$ cat config.mk
export PLATFORM = sky130hd
export DESIGN_NAME = rtc_calendar
export DESIGN_NICKNAME = d
export VERILOG_FILES = /design/src/rtl/rtc_cal_pkg.sv /design/src/rtl/rtc_hour_dec.sv /design/src/rtl/rtc_hour_enc.sv /design/src/rtl/rtc_cal_next.sv /design/src/rtl/rtc_calendar.sv
export SDC_FILE = /design/constraint.sdc
export NUM_CORES = 1
export LEC_CHECK = 0
export BUFFER_PORTS_ARGS = -buffer_cell sky130_fd_sc_hd__buf_2
export CAP_MARGIN = 40
export CORE_MARGIN = 10
export CORE_UTILIZATION = 25
export CTS_CLUSTER_DIAMETER = 100
export CTS_CLUSTER_SIZE = 8
export DETAILED_ROUTE_END_ITERATION = 8
export HOLD_SLACK_MARGIN = 0.05
export PLACE_DENSITY = 0.51
export SLEW_MARGIN = 15
export SYNTH_ARGS = -nofsm -noshare
export SYNTH_HDL_FRONTEND = slang
export SYNTH_SLANG_ARGS = --single-unit
$ cat constraint.sdc
create_clock -name clk -period 10.85 [get_ports clk]
set_clock_uncertainty 0.2 [all_clocks]
set_input_delay 2.17 -clock clk [delete_from_list [all_inputs] [get_ports clk]]
set_output_delay 2.17 -clock clk [all_outputs]
set_load 0.05 [all_outputs]
$ cat src/rtl/rtc_cal_pkg.sv
`timescale 1ns/1ps
package rtc_cal_pkg;
  localparam int FW     = 8;
  localparam int NFIELD = 8;
  localparam int SELW   = $clog2(NFIELD);

  typedef logic [FW-1:0] fld_t;

  typedef enum logic [SELW-1:0] {
    F_SEC = 3'd0, F_MIN = 3'd1, F_HOUR = 3'd2, F_WDAY = 3'd3,
    F_MDAY = 3'd4, F_MON = 3'd5, F_YEAR = 3'd6, F_CENT = 3'd7
  } fsel_e;

  // Stored byte to binary value in the active data mode.
  function automatic fld_t to_bin(fld_t v, logic bin);
    return bin ? v : (fld_t'(v[7:4]) * fld_t'(10)) + fld_t'(v[3:0]);
  endfunction

  // Binary value to stored byte in the active data mode.
  function automatic fld_t from_bin(fld_t v, logic bin);
    return bin ? v : {4'(v / fld_t'(10)), 4'(v % fld_t'(10))};
  endfunction

  function automatic fld_t rst_val(int idx);
    case (idx)
      3, 4, 5: return fld_t'(8'h01);
      6:       return fld_t'(8'h80);
      7:       return fld_t'(8'h19);
      default: return '0;
    endcase
  endfunction

  function automatic fld_t month_len(fld_t mo, logic leap);
    case (mo)
      8'd2:                     return leap ? fld_t'(29) : fld_t'(28);
      8'd4, 8'd6, 8'd9, 8'd11:  return fld_t'(30);
      default:                  return fld_t'(31);
    endcase
  endfunction
endpackage

$ cat src/rtl/rtc_hour_dec.sv
`timescale 1ns/1ps
module rtc_hour_dec
  import rtc_cal_pkg::*;
(
  input  fld_t raw_i,
  input  logic bin_i,
  input  logic h24_i,
  output fld_t hour_o
);
  fld_t h12;
  always_comb begin
    h12 = to_bin({1'b0, raw_i[FW-2:0]}, bin_i);
    if (h24_i)
      hour_o = to_bin(raw_i, bin_i);
    else
      hour_o = ((h12 == fld_t'(12)) ? fld_t'(0) : h12) +
               (raw_i[FW-1] ? fld_t'(12) : fld_t'(0));
  end
endmodule

$ cat src/rtl/rtc_hour_enc.sv
`timescale 1ns/1ps
module rtc_hour_enc
  import rtc_cal_pkg::*;
(
  input  fld_t hour_i,
  input  logic bin_i,
  input  logic h24_i,
  output fld_t raw_o
);
  fld_t h12, enc12;
  logic pm;
  always_comb begin
    pm    = (hour_i >= fld_t'(12));
    h12   = pm ? hour_i - fld_t'(12) : hour_i;
    if (h12 == fld_t'(0)) h12 = fld_t'(12);
    enc12 = from_bin(h12, bin_i);
    raw_o = h24_i ? from_bin(hour_i, bin_i) : {pm, enc12[FW-2:0]};
  end
endmodule

$ cat src/rtl/rtc_cal_next.sv
`timescale 1ns/1ps
module rtc_cal_next
  import rtc_cal_pkg::*;
(
  input  logic [NFIELD-1:0][FW-1:0] cur_i,
  input  logic                      bin_i,
  input  logic                      h24_i,
  input  logic                      dst_i,
  input  logic                      fall_done_i,
  output logic [NFIELD-1:0][FW-1:0] nxt_o,
  output logic                      fall_done_o
);
  fld_t s, m, h, wd, d, mo, y, c, h_n, h_raw, cent20;
  logic c_min, c_hr, c_day, c_mon, c_yr, leap, at_159, sunday;
  logic spring, fall, hour_chg;
  logic [NFIELD-1:0][FW-1:0] nxt_t;

  rtc_hour_dec u_hdec (.raw_i(cur_i[F_HOUR]), .bin_i(bin_i), .h24_i(h24_i), .hour_o(h));
  rtc_hour_enc u_henc (.hour_i(h_n), .bin_i(bin_i), .h24_i(h24_i), .raw_o(h_raw));

  always_comb begin
    s  = to_bin(cur_i[F_SEC],  bin_i);
    m  = to_bin(cur_i[F_MIN],  bin_i);
    wd = to_bin(cur_i[F_WDAY], bin_i);
    d  = to_bin(cur_i[F_MDAY], bin_i);
    mo = to_bin(cur_i[F_MON],  bin_i);
    y  = to_bin(cur_i[F_YEAR], bin_i);
    c  = to_bin({1'b0, cur_i[F_CENT][FW-2:0]}, bin_i);
    cent20 = from_bin(fld_t'(20), bin_i);

    leap   = (y == '0) ? (c[1:0] == 2'b00) : (y[1:0] == 2'b00);
    at_159 = (h == 8'd1) && (m == 8'd59) && (s == 8'd59);
    sunday = (wd == 8'd1);
    spring = dst_i && (mo == 8'd4)  && sunday && (d <= 8'd7)  && at_159;
    fall   = dst_i && (mo == 8'd10) && sunday && (d >= 8'd25) && at_159 && !fall_done_i;

    c_min = (s == 8'd59);
    c_hr  = c_min && (m == 8'd59);
    c_day = c_hr && (h == 8'd23);
    c_mon = c_day && (d >= month_len(mo, leap));
    c_yr  = c_mon && (mo >= 8'd12);

    nxt_t       = cur_i;
    fall_done_o = fall_done_i;
    hour_chg    = 1'b0;
    h_n         = h;

    nxt_t[F_SEC] = from_bin(c_min ? '0 : s + 8'd1, bin_i);
    if (c_min) nxt_t[F_MIN] = from_bin((m == 8'd59) ? '0 : m + 8'd1, bin_i);
    if (c_hr) begin
      hour_chg = 1'b1;
      h_n      = (h == 8'd23) ? '0 : h + 8'd1;
    end
    if (spring) h_n = fld_t'(3);
    if (fall) begin
      h_n         = fld_t'(1);
      fall_done_o = 1'b1;
    end
    if (c_day) begin
      fall_done_o   = 1'b0;
      nxt_t[F_WDAY] = from_bin((wd >= 8'd7) ? fld_t'(1) : wd + 8'd1, bin_i);
      nxt_t[F_MDAY] = from_bin(c_mon ? fld_t'(1) : d + 8'd1, bin_i);
    end
    if (c_mon) nxt_t[F_MON] = from_bin((mo >= 8'd12) ? fld_t'(1) : mo + 8'd1, bin_i);
    if (c_yr) begin
      nxt_t[F_YEAR] = from_bin((y >= 8'd99) ? '0 : y + 8'd1, bin_i);
      if (y >= 8'd99) nxt_t[F_CENT] = {cur_i[F_CENT][FW-1], cent20[FW-2:0]};
    end
  end

  always_comb begin
    nxt_o         = nxt_t;
    nxt_o[F_HOUR] = hour_chg ? h_raw : cur_i[F_HOUR];
  end
endmodule

$ cat src/rtl/rtc_calendar.sv
`timescale 1ns/1ps
module rtc_calendar
  import rtc_cal_pkg::*;
(
  input  logic            clk,
  input  logic            rst,
  input  logic            tick_i,
  input  logic            bin_mode_i,
  input  logic            h24_mode_i,
  input  logic            dst_en_i,
  input  logic            hold_i,
  input  logic            wr_en_i,
  input  logic [SELW-1:0] wr_sel_i,
  input  logic [FW-1:0]   wr_data_i,
  output logic [FW-1:0]   sec_o,
  output logic [FW-1:0]   min_o,
  output logic [FW-1:0]   hour_o,
  output logic [FW-1:0]   wday_o,
  output logic [FW-1:0]   mday_o,
  output logic [FW-1:0]   month_o,
  output logic [FW-1:0]   year_o,
  output logic [FW-1:0]   cent_o,
  output logic            upd_done_o
);
  logic [NFIELD-1:0][FW-1:0] fld_q, nxt;
  logic pend_q, done_q, fall_q, fall_n, req, go;

  assign req = tick_i | pend_q;
  assign go  = req & ~hold_i & ~wr_en_i;

  rtc_cal_next u_next (
    .cur_i(fld_q), .bin_i(bin_mode_i), .h24_i(h24_mode_i), .dst_i(dst_en_i),
    .fall_done_i(fall_q), .nxt_o(nxt), .fall_done_o(fall_n)
  );

  always_ff @(posedge clk) begin
    if (rst) begin
      pend_q <= 1'b0;
      done_q <= 1'b0;
      fall_q <= 1'b0;
      for (int i = 0; i < NFIELD; i++) fld_q[i] <= rst_val(i);
    end else begin
      pend_q <= req & ~hold_i & wr_en_i;
      done_q <= go;
      if (go) fall_q <= fall_n;
      for (int i = 0; i < NFIELD; i++) begin
        if (wr_en_i && (wr_sel_i == SELW'(i))) fld_q[i] <= wr_data_i;
        else if (go)                           fld_q[i] <= nxt[i];
      end
    end
  end

  assign sec_o      = fld_q[F_SEC];
  assign min_o      = fld_q[F_MIN];
  assign hour_o     = fld_q[F_HOUR];
  assign wday_o     = fld_q[F_WDAY];
  assign mday_o     = fld_q[F_MDAY];
  assign month_o    = fld_q[F_MON];
  assign year_o     = fld_q[F_YEAR];
  assign cent_o     = fld_q[F_CENT];
  assign upd_done_o = done_q;
endmodule

== After elaboration in Yosys (flattened, before gate mapping) ==
Cells that the tools add are included.

* Flip-flop bits (word level): 67
* Input bits: 19
* Output and inout bits: 65
* Logic and storage cells: 204

* $add $sub $neg: 18
* Multipliers: 9
* Divide/modulo/power cells: 16
* Order comparisons: 7
* Eq/ne operators: 19
* Mux-type cells: 62
* Bitwise gates (word level): 6
* Reductions and logical operators: 55

{| class="wikitable"
|+ Operators by type and width
! operator !! count
|-
| 2-to-1 mux 8 bit || 49
|-
| adder 8 x 4 -> 8 bit || 8
|-
| divider 8 x 4 -> 8 bit (second input constant) || 8
|-
| remainder unit 8 x 4 -> 8 bit (second input constant) || 8
|-
| adder 8 x 1 -> 8 bit (second input constant) || 7
|-
| multiplier 4 x 3 -> 7 bit (second input constant) || 7
|-
| nonzero test 2 bit || 17
|-
| == test 8 x 4 -> 1 bit (second input constant) || 4
|-
| 2-to-1 mux 16 bit || 2
|-
| logical AND 1 bit || 23
|-
| == test 8 x 1 -> 1 bit (second input constant) || 2
|-
| == test 8 x 3 -> 1 bit (second input constant) || 2
|-
| == test 8 x 6 -> 1 bit (second input constant) || 2
|-
| greater-or-equal comparator 8 x 4 -> 1 bit (second input constant) || 2
|-
| logical NOT 8 bit || 2
|-
| case mux 8 bit (2 select lines) || 1
|-
| 2-to-1 mux 7 bit || 2
|-
| AND reduction 2 bit || 7
|-
| == test 3 bit (second input constant) || 4
|-
| adder 7 x 4 -> 8 bit || 1
|-
| == test 8 x 2 -> 1 bit (second input constant) || 1
|-
| == test 8 x 5 -> 1 bit (second input constant) || 1
|-
| greater-or-equal comparator 8 x 3 -> 1 bit (second input constant) || 1
|-
| greater-or-equal comparator 8 x 5 -> 1 bit (second input constant) || 1
|-
| other kinds (21) || 30
|}

== Longest topological paths before layout ==
* Depth after elaboration: 23
* Gate-level depth with buffers: 43
* Mapped depth without buffers: 41

== Cells and area by module ==
From an unflattened synthesis, not the netlist that was laid out.

* Cells, all modules: 1747
* Area total of the unflattened synthesis: 12314.3 µm²

{| class="wikitable"
|+ Modules (own cells, without submodules)
! module !! instances !! cells an instance !! area each (µm²) !! sequential area each (µm²)
|-
| rtc_cal_next || 1 || 994 || 6698.9 || 0.0
|-
| rtc_calendar || 1 || 386 || 3046.7 || 1341.3
|-
| rtc_hour_enc || 1 || 266 || 1818.0 || 0.0
|-
| rtc_hour_dec || 1 || 101 || 750.7 || 0.0
|}

== Worst setup path before layout ==
OpenSTA, ideal clock, no wires.

* Path type: input -> register
* Start: input port bin_mode_i
* End: register fld_q (netlist bit hour_o[1])
* Setup time: 120 ps
* Arrival: 9723 ps
* Required time: 10530 ps
* Path slack: 807 ps
* Stages: 38
* Path buffers: 6
* Cells stage by stage: buf_6 buf_6 buf_6 mux2_2 nor4_1 nand3_1 nor3b_1 nor2_1 ha_1 a21oi_1 a21oi_1 nand3_1 and3b_1 a2111oi_2 and3_1 clkbuf_1 and3_1 a21o_1 [... 2 more ...] ha_1 clkbuf_1 o31ai_1 mux2i_1 ha_1 nand3_1 mux2_4 a211oi_1 o311ai_1 mux2i_2 inv_1 ha_1 a211oi_2 o21ba_4 mux2i_4 o21ai_2 o2111a_1 a211o_1

* Cells in the longest elaborated chain, start to end: 21
* Elaborated cells between the ends (all ways): 53
* Those cells by class: 3 x add/sub; 2 x div; 3 x order compare; 8 x eq/ne; 22 x mux; 15 x reduce/logical

{| class="wikitable"
|+ Ends and longest elaborated chain
! item !! line !! source
|-
| start, declared || rtc_calendar.sv:8 || <nowiki>input logic bin_mode_i,</nowiki>
|-
| parallel branches: the longest is 21 deep, another holds adder 8 x 4 -> 8 bit || - ||
|-
| end signal, assigned by index || rtc_calendar.sv:47 || <nowiki>if (wr_en_i && (wr_sel_i == SELW'(i))) fld_q[i] <= wr_data_i;</nowiki>
|-
| end signal, assigned by index || rtc_calendar.sv:48 || <nowiki>else if (go) fld_q[i] <= nxt[i];</nowiki>
|-
| end, declared || rtc_calendar.sv:25 || <nowiki>logic [NFIELD-1:0][FW-1:0] fld_q, nxt;</nowiki>
|}

Several ways; the timed one is not identified. The select of a mux whose other input is x is not followed.
A chain may end at the register's enable or synchronous reset.

== Worst setup path after layout ==
Same ends and word-level chain as after synthesis.

==> qor.txt <==
Number of synthesis warnings: 0
Seq/Total Area, Yosys: 12.7%
Largest net degree at the start of global routing: 88
CP Data Arrival Time: 10.21 ns
DRC Markers: 0
Max Fclk: 98.2 MHz
GR Overflow Total: 0
Clk sink count: 67
Kind of cell adding the most delay to the critical path: compound AO/OA/AOI/OAI gates
Power Total: 1.01 mW
Yosys top cell by area: dfxtp_1
Status: finished, final reports clean
Slew headroom: 40.3%
Worst setup SP type: primary input
GRT Overall Usage: 13.8%
Worst skew pair latency: 0.35 ns
Max Transition Viols Final: 0
Initial Utilization: 25.2%
1st-iter DRT viols: 962
Clk slew on worst S/H paths: 0.07 ns
Design Area, Final: 11,700 um2
Final ANT Viol Nets: 0
Core footprint: 41,900 um2
Cts repair resizes: 0
Area grow syn2layout: 10.9%
RePlAce Congestion: 0.903
Via density per instance: 5.57
First-pass DRT Iterations: 8
Pwr dens: 86.6 nW/um2
Die Y: 226 um
Maxcap violations: 0
CTS tree: done
Synth cell types: 112
Slew @ Worst Pin: 0.893 ns
RSZ-0062 raised after global routing: false
Crit end category: flip-flop
# hold bufs at CTS: 0
TritonCTS Buffers: 9
Async set-reset flop share out of synthesis: 0%
Ratio of cells with drive above 1 in the final layout: 13.1%
I/O Pins: 84
Synth top cells by count: nand2_1 (152), nor2_1 (145), a21oi_1 (128)
Area of the die: 50,900 um2
Synth Net Count: 1,552
Cells after synthesis: 1,429
Nets: 1,586
Critical path class: primary input to flip-flop
Antenna Cells: 0
Placed insts: 1,991
Fin Setup TNS: 0 ns
EDFF count, synth: 0
Hpwl dp: 27.6 mm
Leakage: 4.64 nW
Placed cell area: 11,400 um2
Ys flop type: dfxtp_1
Crit path depth: 36
# rows: 75
Post-Syn Area per Cell: 7.39 um2
Worst Path Required: 10.88 ns
# H-tree levels: 3
Critical Path Start: bin_mode_i
Antenna violations before repair: 1
Buf/Inv on CP: 4
Filler instances: 4,591
Hold Path Class: flip-flop to flip-flop
Reg2reg end: hour_o[1]
R2R Setup Slk: 1.44 ns
WL per Instance: 18.2 um
Routed vias: 11,182
CP peak stage delay: 0.42 ns
First-pass GRT wire length: 57.1 mm
Post-CTS setup buffer count: 0
Reg2reg path depth: 38
Area contributors post-synth: dfxtp_1 (13%), ha_1 (11%), a21oi_1 (6.1%)
Final setup violation count: 0
Routed WL: 36.5 mm
R2R Path Start: hour_o[6]
Crit path max-delay cell type: mux2_2
Non-filler instance count after layout: 2,007
CTS max path bufs: 2
Final cycle utilization of the critical path: 93.8%
Worst Setup EP: hour_o[1]
Worst VDD drop: 65.0 uV
Number of global-route vias before repair: 10,467
Root buf cell: clkbuf_16
Register bit total from synthesis: 67
Fin crit period: 10.18 ns
Die width: 226 um
Most common cell in the netlist: nand2_1
Post-synth top area share: 12.7%
Crit path max fanout: 35
I/O Buffers: 83
Fin. Hold Viols: 0
Cell Area, Synth: 10,600 um2
## per-stage QoR
| stage | util, % | setup slack, ns | hold slack, ns |
|---|---|---|---|
| 2_1_floorplan | - | 0.807 | 0.282 |
| 3_3_place_gp | 27.2 | 0.301 | 0.241 |
| 3_5_place_dp | 27.2 | 0.0157 | 0.247 |
| 4_1_cts | 27.9 | 0.376 | 0.257 |
| 5_1_grt | 28.0 | 0.0519 | 0.293 |
| 6_report | 28.0 | 0.670 | 0.258 |
## worst min path at each step
stage	from	endpoint	slack, ns	cells past startpoint
floorplan	fall_q	fall_q	0.28	2
global placement	cent_o[7]	cent_o[7]	0.24	2
detailed placement	cent_o[7]	cent_o[7]	0.25	2
CTS	cent_o[7]	cent_o[7]	0.26	2
global route	cent_o[7]	cent_o[7]	0.29	2
finish	cent_o[7]	cent_o[7]	0.26	2
## layout by cell type, fill, tap and decap left out, types with 12 or more instances in the layout
master,count
nor3_1,44
o211ai_1,15
mux2_2,13
nor2b_1,12
mux2i_1,31
a31oi_1,17
inv_1,41
xnor2_1,53
nand2_1,152
buf_2,82
xor2_1,25
nor4_1,18
nor2_1,144
dfxtp_1,67
nand3_1,56
a22oi_1,30
a211oi_1,14
a211o_1,12
ha_1,88
nand2b_1,22
o21ai_0,56
and2_1,16
a21o_1,14
a21oi_1,128
fa_1,15
o31ai_1,13
## state kept, by name, indices dropped and copies added, names as in the netlist
register,cells
pend_q,1
wday_o,8
year_o,8
hour_o,8
min_o,8
month_o,8
upd_done_o,1
fall_q,1
mday_o,8
cent_o,8
sec_o,8
## logic make-up after synthesis
family,count (synthesis),share of synthesized area [%]
AOI/OAI and AO/OA,449,30.3
and+or+nand+nor,563,26.8
buffers and inverters,117,4.95
adders and majority gates,105,13.5
muxes,48,5.02
xor gates and xnor gates,80,6.77
DFF,67,12.7
## routing by layer
metal  part of all wire [%]  GRT usage [%]  routed length, um
met5                      0              0                  0
met4                    1.5           2.88                560
met3                    6.4           2.50               2330
met2                     45           22.6              16600
met1                     47           18.5              17000
## cell type report
| type | instances | area (um2) | area share, % |
|---|---|---|---|
| timing repair buffer | 94 | 517 | 4.41 |
| clock inverter | 6 | 47.5 | 0.406 |
| clock buffer | 10 | 239 | 2.04 |
| multi-input combinational | 1245 | 8720 | 74.4 |
| inverter | 46 | 176 | 1.51 |
| tap | 539 | 674 | 5.76 |
| sequential | 67 | 1340 | 11.4 |
## worst reg2reg max path: cells and delay by family, from the launching register on
family,cells,cell delay (ns)
compound gates,15,3.32
simple gates,11,2.09
fa+ha+maj,6,1.85
mux,3,0.75
buf+inv,3,0.58
flops,1,0.51
## where the power goes
group	total [mW]	switching, mW	internal (mW)
Combinational	0.452	0.286	0.166
Sequential	0.267	0.0140	0.253
Clock	0.295	0.132	0.163
Note: power is estimated with default switching activity, not from simulation.
